$ cat src/rtl/rxfifo_pkg.sv
package rxfifo_pkg;
  localparam int ADDR_W = 3;

  localparam logic [ADDR_W-1:0] ADDR_CTRL  = 3'd0;
  localparam logic [ADDR_W-1:0] ADDR_STAT  = 3'd1;
  localparam logic [ADDR_W-1:0] ADDR_THR   = 3'd2;
  localparam logic [ADDR_W-1:0] ADDR_SIZE  = 3'd3;
  localparam logic [ADDR_W-1:0] ADDR_IEN   = 3'd4;
  localparam logic [ADDR_W-1:0] ADDR_ISTAT = 3'd5;
  localparam logic [ADDR_W-1:0] ADDR_DATA  = 3'd6;

  localparam int BIT_BOARD_RST = 0;
  localparam int BIT_FIFO_RST  = 2;
  localparam int BIT_RX_EN     = 5;
  localparam int BIT_UNDERRUN  = 22;
  localparam int BIT_OVERRUN   = 23;
  localparam int FLAG_LSB      = 12;

  typedef struct packed {
    logic push;
    logic pop;
    logic clear;
  } fifoCmd_t;
endpackage

$ cat src/rtl/rxfifo_data.sv
module rxfifo_data
  import rxfifo_pkg::*;
#(
  parameter int DEPTH = 64,
  parameter int WIDTH = 32,
  localparam int PTR_W = (DEPTH > 1) ? $clog2(DEPTH) : 1,
  localparam int CNT_W = $clog2(DEPTH + 1)
) (
  input  logic             clk,
  input  logic             rstN,
  input  fifoCmd_t         cmd,
  input  logic [WIDTH-1:0] pushData,
  input  logic [15:0]      aeLevel,
  input  logic [7:0]       afLevel,
  output logic [WIDTH-1:0] popData,
  output logic [CNT_W-1:0] count,
  output logic [3:0]       fifoFlags
);
  localparam logic [PTR_W-1:0] LAST_PTR  = PTR_W'(DEPTH - 1);
  localparam logic [CNT_W-1:0] FULL_CNT  = CNT_W'(DEPTH);
  localparam logic [CNT_W+8:0] DEPTH_EXT = (CNT_W + 9)'(DEPTH);

  logic [WIDTH-1:0] mem [DEPTH];
  logic [PTR_W-1:0] wrPtr, rdPtr;
  logic [CNT_W+8:0] sumAf;
  logic [16:0]      cntWide;

  always_ff @(posedge clk) begin
    if (cmd.push && !cmd.clear) mem[wrPtr] <= pushData;
  end

  always_ff @(posedge clk) begin
    if (!rstN || cmd.clear) begin
      wrPtr <= '0;
      rdPtr <= '0;
      count <= '0;
    end else begin
      if (cmd.push) wrPtr <= (wrPtr == LAST_PTR) ? '0 : wrPtr + 1'b1;
      if (cmd.pop)  rdPtr <= (rdPtr == LAST_PTR) ? '0 : rdPtr + 1'b1;
      case ({cmd.push, cmd.pop})
        2'b10:   count <= count + 1'b1;
        2'b01:   count <= count - 1'b1;
        default: count <= count;
      endcase
    end
  end

  assign popData = mem[rdPtr];

  always_comb begin
    sumAf   = (CNT_W + 9)'(count) + (CNT_W + 9)'(afLevel);
    cntWide = 17'(count);
    fifoFlags[0] = (count != '0);
    fifoFlags[1] = (cntWide > 17'(aeLevel));
    fifoFlags[2] = (sumAf < DEPTH_EXT);
    fifoFlags[3] = (count != FULL_CNT);
  end
endmodule

$ cat src/rtl/rxfifo_regs.sv
module rxfifo_regs
  import rxfifo_pkg::*;
#(
  parameter int WIDTH         = 32,
  parameter int DEPTH         = 64,
  parameter int SETTLE_CYCLES = 200,
  parameter int AE_RESET      = 32,
  parameter int AF_RESET      = 32,
  localparam int SET_W = $clog2(SETTLE_CYCLES + 1)
) (
  input  logic              clk,
  input  logic              rstN,
  input  logic              regWr,
  input  logic              regRd,
  input  logic [ADDR_W-1:0] regAddr,
  input  logic [31:0]       regWrData,
  output logic [31:0]       regRdData,
  input  logic              linkValid,
  input  logic [3:0]        fifoFlags,
  input  logic [WIDTH-1:0]  popData,
  output fifoCmd_t          cmd,
  output logic [15:0]       aeLevel,
  output logic [7:0]        afLevel,
  output logic              irq,
  output logic              busy,
  output logic              overrunFlag,
  output logic              underrunFlag,
  output logic [3:0]        irqEnable
);
  localparam logic [SET_W-1:0] SETTLE_INIT = SET_W'(SETTLE_CYCLES);
  localparam logic [15:0]      AE_INIT     = 16'(AE_RESET);
  localparam logic [7:0]       AF_INIT     = 8'(AF_RESET);

  logic             rxEnable;
  logic [SET_W-1:0] settleCnt;
  logic [3:0]       irqPending, condPrev, condNow;
  logic             wrCtrl, wrStat, wrThr, wrIen, wrIstat;
  logic             boardReset, clearReq, dataRead, offerWord;
  logic             overrunEvt, underrunEvt;
  logic [31:0]      statusWord, readMux;
  logic             unusedWrBits;

  assign unusedWrBits = ^{regWrData[31:24], regWrData[11:6], regWrData[4:3], regWrData[1]};

  always_comb begin
    wrCtrl     = regWr && (regAddr == ADDR_CTRL);
    wrStat     = regWr && (regAddr == ADDR_STAT);
    wrThr      = regWr && (regAddr == ADDR_THR);
    wrIen      = regWr && (regAddr == ADDR_IEN);
    wrIstat    = regWr && (regAddr == ADDR_ISTAT);
    boardReset = wrCtrl && regWrData[BIT_BOARD_RST];
    clearReq   = boardReset || (wrCtrl && regWrData[BIT_FIFO_RST]);
    busy       = (settleCnt != '0);
    dataRead   = regRd && (regAddr == ADDR_DATA) && !busy;
    offerWord  = linkValid && rxEnable && !busy;
    cmd.clear  = clearReq;
    cmd.push   = offerWord && fifoFlags[3] && !clearReq;
    cmd.pop    = dataRead && fifoFlags[0] && !clearReq;
    overrunEvt  = offerWord && !fifoFlags[3] && !clearReq;
    underrunEvt = dataRead && !fifoFlags[0];
    condNow    = ~fifoFlags;
  end

  always_comb begin
    statusWord = '0;
    statusWord[0] = busy;
    statusWord[FLAG_LSB +: 4] = fifoFlags;
    statusWord[BIT_UNDERRUN] = underrunFlag;
    statusWord[BIT_OVERRUN]  = overrunFlag;
    readMux = '0;
    case (regAddr)
      ADDR_CTRL:  readMux[BIT_RX_EN] = rxEnable;
      ADDR_STAT:  readMux = statusWord;
      ADDR_THR:   readMux = {8'h00, afLevel, aeLevel};
      ADDR_SIZE:  readMux = {12'h000, 20'(DEPTH)};
      ADDR_IEN:   readMux[FLAG_LSB +: 4] = irqEnable;
      ADDR_ISTAT: readMux[FLAG_LSB +: 4] = irqPending;
      ADDR_DATA:  readMux = cmd.pop ? 32'(popData) : 32'h0;
      default:    readMux = '0;
    endcase
  end

  always_ff @(posedge clk) begin
    if (!rstN || boardReset) begin
      rxEnable     <= 1'b0;
      aeLevel      <= AE_INIT;
      afLevel      <= AF_INIT;
      irqEnable    <= '0;
      irqPending   <= '0;
      condPrev     <= 4'b0011;
      overrunFlag  <= 1'b0;
      underrunFlag <= 1'b0;
      regRdData    <= '0;
      settleCnt    <= rstN ? SETTLE_INIT : '0;
    end else begin
      if (busy) settleCnt <= settleCnt - 1'b1;
      if (wrCtrl) rxEnable <= regWrData[BIT_RX_EN];
      if (wrThr) begin
        aeLevel <= regWrData[15:0];
        afLevel <= regWrData[23:16];
      end
      if (wrIen) irqEnable <= regWrData[FLAG_LSB +: 4];
      condPrev   <= condNow;
      irqPending <= (irqPending & ~({4{wrIstat}} & regWrData[FLAG_LSB +: 4]))
                    | (condNow & ~condPrev);
      overrunFlag  <= (overrunFlag & ~(wrStat & regWrData[BIT_OVERRUN])) | overrunEvt;
      underrunFlag <= (underrunFlag & ~(wrStat & regWrData[BIT_UNDERRUN])) | underrunEvt;
      if (regRd) regRdData <= readMux;
    end
  end

  assign irq = |(irqPending & irqEnable);
endmodule

$ cat src/rtl/rxfifo_ctrl.sv
module rxfifo_ctrl
  import rxfifo_pkg::*;
#(
  parameter int DEPTH         = 64,
  parameter int WIDTH         = 32,
  parameter int SETTLE_CYCLES = 200,
  localparam int CNT_W = $clog2(DEPTH + 1)
) (
  input  logic              clk,
  input  logic              rstN,
  input  logic              regWr,
  input  logic              regRd,
  input  logic [ADDR_W-1:0] regAddr,
  input  logic [31:0]       regWrData,
  output logic [31:0]       regRdData,
  input  logic              linkValid,
  input  logic [WIDTH-1:0]  linkData,
  output logic              irq
);
  fifoCmd_t         cmd;
  logic [15:0]      aeLevel;
  logic [7:0]       afLevel;
  logic [WIDTH-1:0] popData;
  logic [CNT_W-1:0] count;
  logic [3:0]       fifoFlags, irqEnable;
  logic             busy, overrunFlag, underrunFlag;

  rxfifo_regs #(
    .WIDTH(WIDTH), .DEPTH(DEPTH), .SETTLE_CYCLES(SETTLE_CYCLES)
  ) i_regs (
    .clk(clk), .rstN(rstN), .regWr(regWr), .regRd(regRd), .regAddr(regAddr),
    .regWrData(regWrData), .regRdData(regRdData), .linkValid(linkValid),
    .fifoFlags(fifoFlags), .popData(popData), .cmd(cmd), .aeLevel(aeLevel),
    .afLevel(afLevel), .irq(irq), .busy(busy), .overrunFlag(overrunFlag),
    .underrunFlag(underrunFlag), .irqEnable(irqEnable)
  );

  rxfifo_data #(.DEPTH(DEPTH), .WIDTH(WIDTH)) i_data (
    .clk(clk), .rstN(rstN), .cmd(cmd), .pushData(linkData),
    .aeLevel(aeLevel), .afLevel(afLevel), .popData(popData),
    .count(count), .fifoFlags(fifoFlags)
  );
endmodule

$ cat config.mk
export PLATFORM = sky130hd
export DESIGN_NAME = rxfifo_ctrl
export DESIGN_NICKNAME = d
export VERILOG_FILES = /design/src/rtl/rxfifo_pkg.sv /design/src/rtl/rxfifo_data.sv /design/src/rtl/rxfifo_regs.sv /design/src/rtl/rxfifo_ctrl.sv
export SDC_FILE = /design/constraint.sdc
export NUM_CORES = 2
export LEC_CHECK = 0
export ABC_AREA = 1
export ABC_CLOCK_PERIOD_IN_PS = 5970
export BUFFER_PORTS_ARGS = -buffer_cell sky130_fd_sc_hd__buf_4
export CAP_MARGIN = 20
export CORE_MARGIN = 2
export CORE_UTILIZATION = 38
export CTS_CLUSTER_SIZE = 20
export DETAILED_ROUTE_END_ITERATION = 10
export PLACE_DENSITY = 0.58
export SLEW_MARGIN = 20
export SYNTH_ARGS = -nofsm -noshare
export SYNTH_HDL_FRONTEND = slang
export SYNTH_SLANG_ARGS = --single-unit
export TNS_END_PERCENT = 5
$ cat constraint.sdc
create_clock -name clk -period 5.97 [get_ports clk]
set_input_delay 0.597 -clock clk [delete_from_list [all_inputs] [get_ports clk]]
set_output_delay 0.597 -clock clk [all_outputs]
set_load 0.01 [all_outputs]
==> run metrics <==
clock sink count ~2200; largest net degree at the start of global routing 236; cell count after synthesis 7234; metal3 WL 19130 µm; slowest CP cell nor2_4; worst-skew pair later-pin latency 0.87 ns; critical path cell sequence inv_1 -> ha_1 -> nand3_1 -> nor2_4 -> nand3_1 -> clkinv_1 -> nand2_2 -> nor2_4 -> nand2_1 -> inv_1 -> nand3_1 -> nor2_4 -> buf_4; #FFs+latches synth 2152; setup TNS after final layout 0 ns; Post-synth EDFFs a little over 2000; Ys Warns 0; CTS Buffer Depth 3; WP data arrival about 4.7 ns; number of global-route vias before repair 53270; first-pass GRT wire length roughly 350000 µm; simple-gate share of the synthesized area 19.84%; VDD IR max 0.2278 mV; fillcell total 20700; syn_area_per_cell 11.99 µm²; area of the multi-input gates 20580 µm²; die area 232100 µm²; Vias 56260; compound-gate portion of the synthesized area 2.927%; slowest stage delay, CP ~0.9 ns; Core Region 227100 µm²; Reg area 63680 µm²; Worst EP required 6.49 ns; PortBufs 96; Clock transition at path regs 0.06 ns; Power Dens Cells ~300 nW/µm²; gp weighted congestion about 0.8; Main synth FF type edfxtp_1; DRC viols 0; GRT Total Usage 20.64%; Root Driver clkbuf_16; fraction of registers with async set or reset after synthesis 0%; met2 wire len 114600 µm; CP max FO 17; Top Ports approximately 110; post-CTS sizing 0; Fmax achieved 0.2410 GHz; sequential fraction of the synthesis area 73.39%; Worst Path Class, Setup flop to flop; Max-cap violations 0; routed len/inst 23.42 µm; Final setup viols 0; multiplexer area fraction after synthesis 0%; Final #Nets 7320; initial antenna violation count 11; share of layout cells above drive strength 1 7.825%; worst slew pin tran ~1.1 ns; Worst Hold Class primary input to flop; Leakage Power around 33 nW; CTS tree built; Net Count, Synth about 7300; commonest non-fill, non-tap cell in the layout edfxtp_1; Max Used Layer met5; largest family of logic cells by synthesized area simple AND/OR/NAND/NOR gates; die height 481.8 µm; Die Wd 481.8 µm; TritonCTS Buffers between 200 and 250; Cell Area, Placed 90500 µm²; Hold WS approximately 0.061 ns; Layout area overhead 11.88%; row count 175; crit path time final 4.149 ns; Yosys cell types 45; Pre-Repair DR Iteration Count 6; post-route cell area 97040 µm²; Tcrit/Tclk final 69.50%; clk_skew roughly 0.037 ns; Routed Antenna Nets 0; post-synthesis adder-cell area fraction 0.3549%; post-CTS setup buffer count 0; HPWL after detailed placement roughly 120000 µm; # hold bufs at CTS 23; DR iter-0 viols 6140; Post-Syn Area 86740 µm²; status finished clean; Initial Util 38.20%; final wirelength around 240000 µm; RSZ-0062 raised after global routing no; Max H-tree Level 4; xor/xnor share of the synthesized area 0.06059%; Max Slew Vio Count 0; most frequent cells in the layout edfxtp_1, nand2_1, nand3_1, o21ai_0, buf_4; Overflow after GRT 0; WL met1 100500 µm; Avg Vias per Cell 5.408; CP Launch Type flop; slew margin rel. 27.01%; Tot Pwr 0.02945 W; final hold viol count 0; element type at the critical path end flop
[power breakdown]
group | total, W | switching [W] | internal, W
Clock | 0.0124 | 0.00559 | 0.00681
Combinational | 0.000483 | 0.000391 | 0.0000924
Sequential | 0.0166 | 0.0000195 | 0.0166
[critical path: cells and delay by family (launching register included)]
| family | cells | cell delay, ns |
|---|---|---|
| buf+inv | 4 | 0.73 |
| flops | 1 | 0.39 |
| simple gates | 8 | 2.51 |
| fa+ha+maj | 1 | 0.16 |
[cell usage after synthesis, types with 4 or more instances]
library cell	number	share of area, %
a21oi_1	141	0.81
a31oi_1	4	0.029
buf_1	51	0.22
buf_2	191	1.1
buf_4	69	0.60
buf_6	30	0.39
clkbuf_1	123	0.53
clkbuf_2	4	0.023
dfxtp_1	96	2.2
edfxtp_1	2056	71
ha_1	23	0.33
inv_1	115	0.50
nand2_1	1974	8.5
nand3_1	1719	9.9
nand4_1	6	0.043
nor2_1	263	1.1
nor3_1	9	0.052
o21ai_0	213	1.2
o21ai_1	16	0.092
o22ai_1	85	0.61
xor2_1	5	0.050
[path summary, 6_finish.rpt]
check / startpoint / endpoint / slack [ns] / cells past startpoint
worst max-delay path: i_regs.settleCnt[0] / i_data.mem[53][0] / 1.82 / 13
worst min-delay path: regWrData[15] / i_regs.aeLevel[15] / 0.06 / 3
worst max register to register: i_regs.settleCnt[0] / i_data.mem[53][0] / 1.82 / 13
worst min register to register: i_regs.condPrev[3] / i_regs.irqPending[3] / 0.44 / 1
[flip-flops by register name, indices dropped and copies added (netlist names), 4 cells and up, named ones only]
name	cells
i_data.mem	2048
i_regs.regRdData	32
i_regs.aeLevel	16
i_regs.afLevel	8
i_regs.settleCnt	8
i_data.count	7
i_data.rdPtr	6
i_data.wrPtr	6
i_regs.condPrev	4
i_regs.irqEnable	4
i_regs.irqPending	4
[layer usage]
layer	up-vias	GRT usage (%)
met5	-	0
met4	2	8.054
met3	356	3.787
met2	2131	33.18
met1	27960	27.74
li1	25800	-
[stage by stage]
stage,util [%],std cells,worst slack (ns)
floorplan,-,7234,1.846
global placement,39.86,10000,1.778
detailed placement,39.86,10000,1.812
CTS,42.73,10400,1.810
global route,42.73,10400,1.577
finish,42.74,10400,1.821
[area by class of cell]
class | count | area share [%]
tap | 3009 | 3.880
inverter | 120 | 0.5015
antenna | 7 | 0.01805
sequential | 2152 | 65.62
clock inverter | 91 | 0.8600
multi-input combinational | 4492 | 21.21
timing repair buffer | 254 | 2.282
clock buffer | 278 | 5.630
[logic make-up after synthesis]
kind of cell | after synthesis
and+or+nand+nor | 3987
buffers and inverters | 590
AOI/OAI and AO/OA | 475
adders and majority gates | 24
xor gates and xnor gates | 6
DFF | 2152
Note: power is estimated with default switching activity, not from simulation.
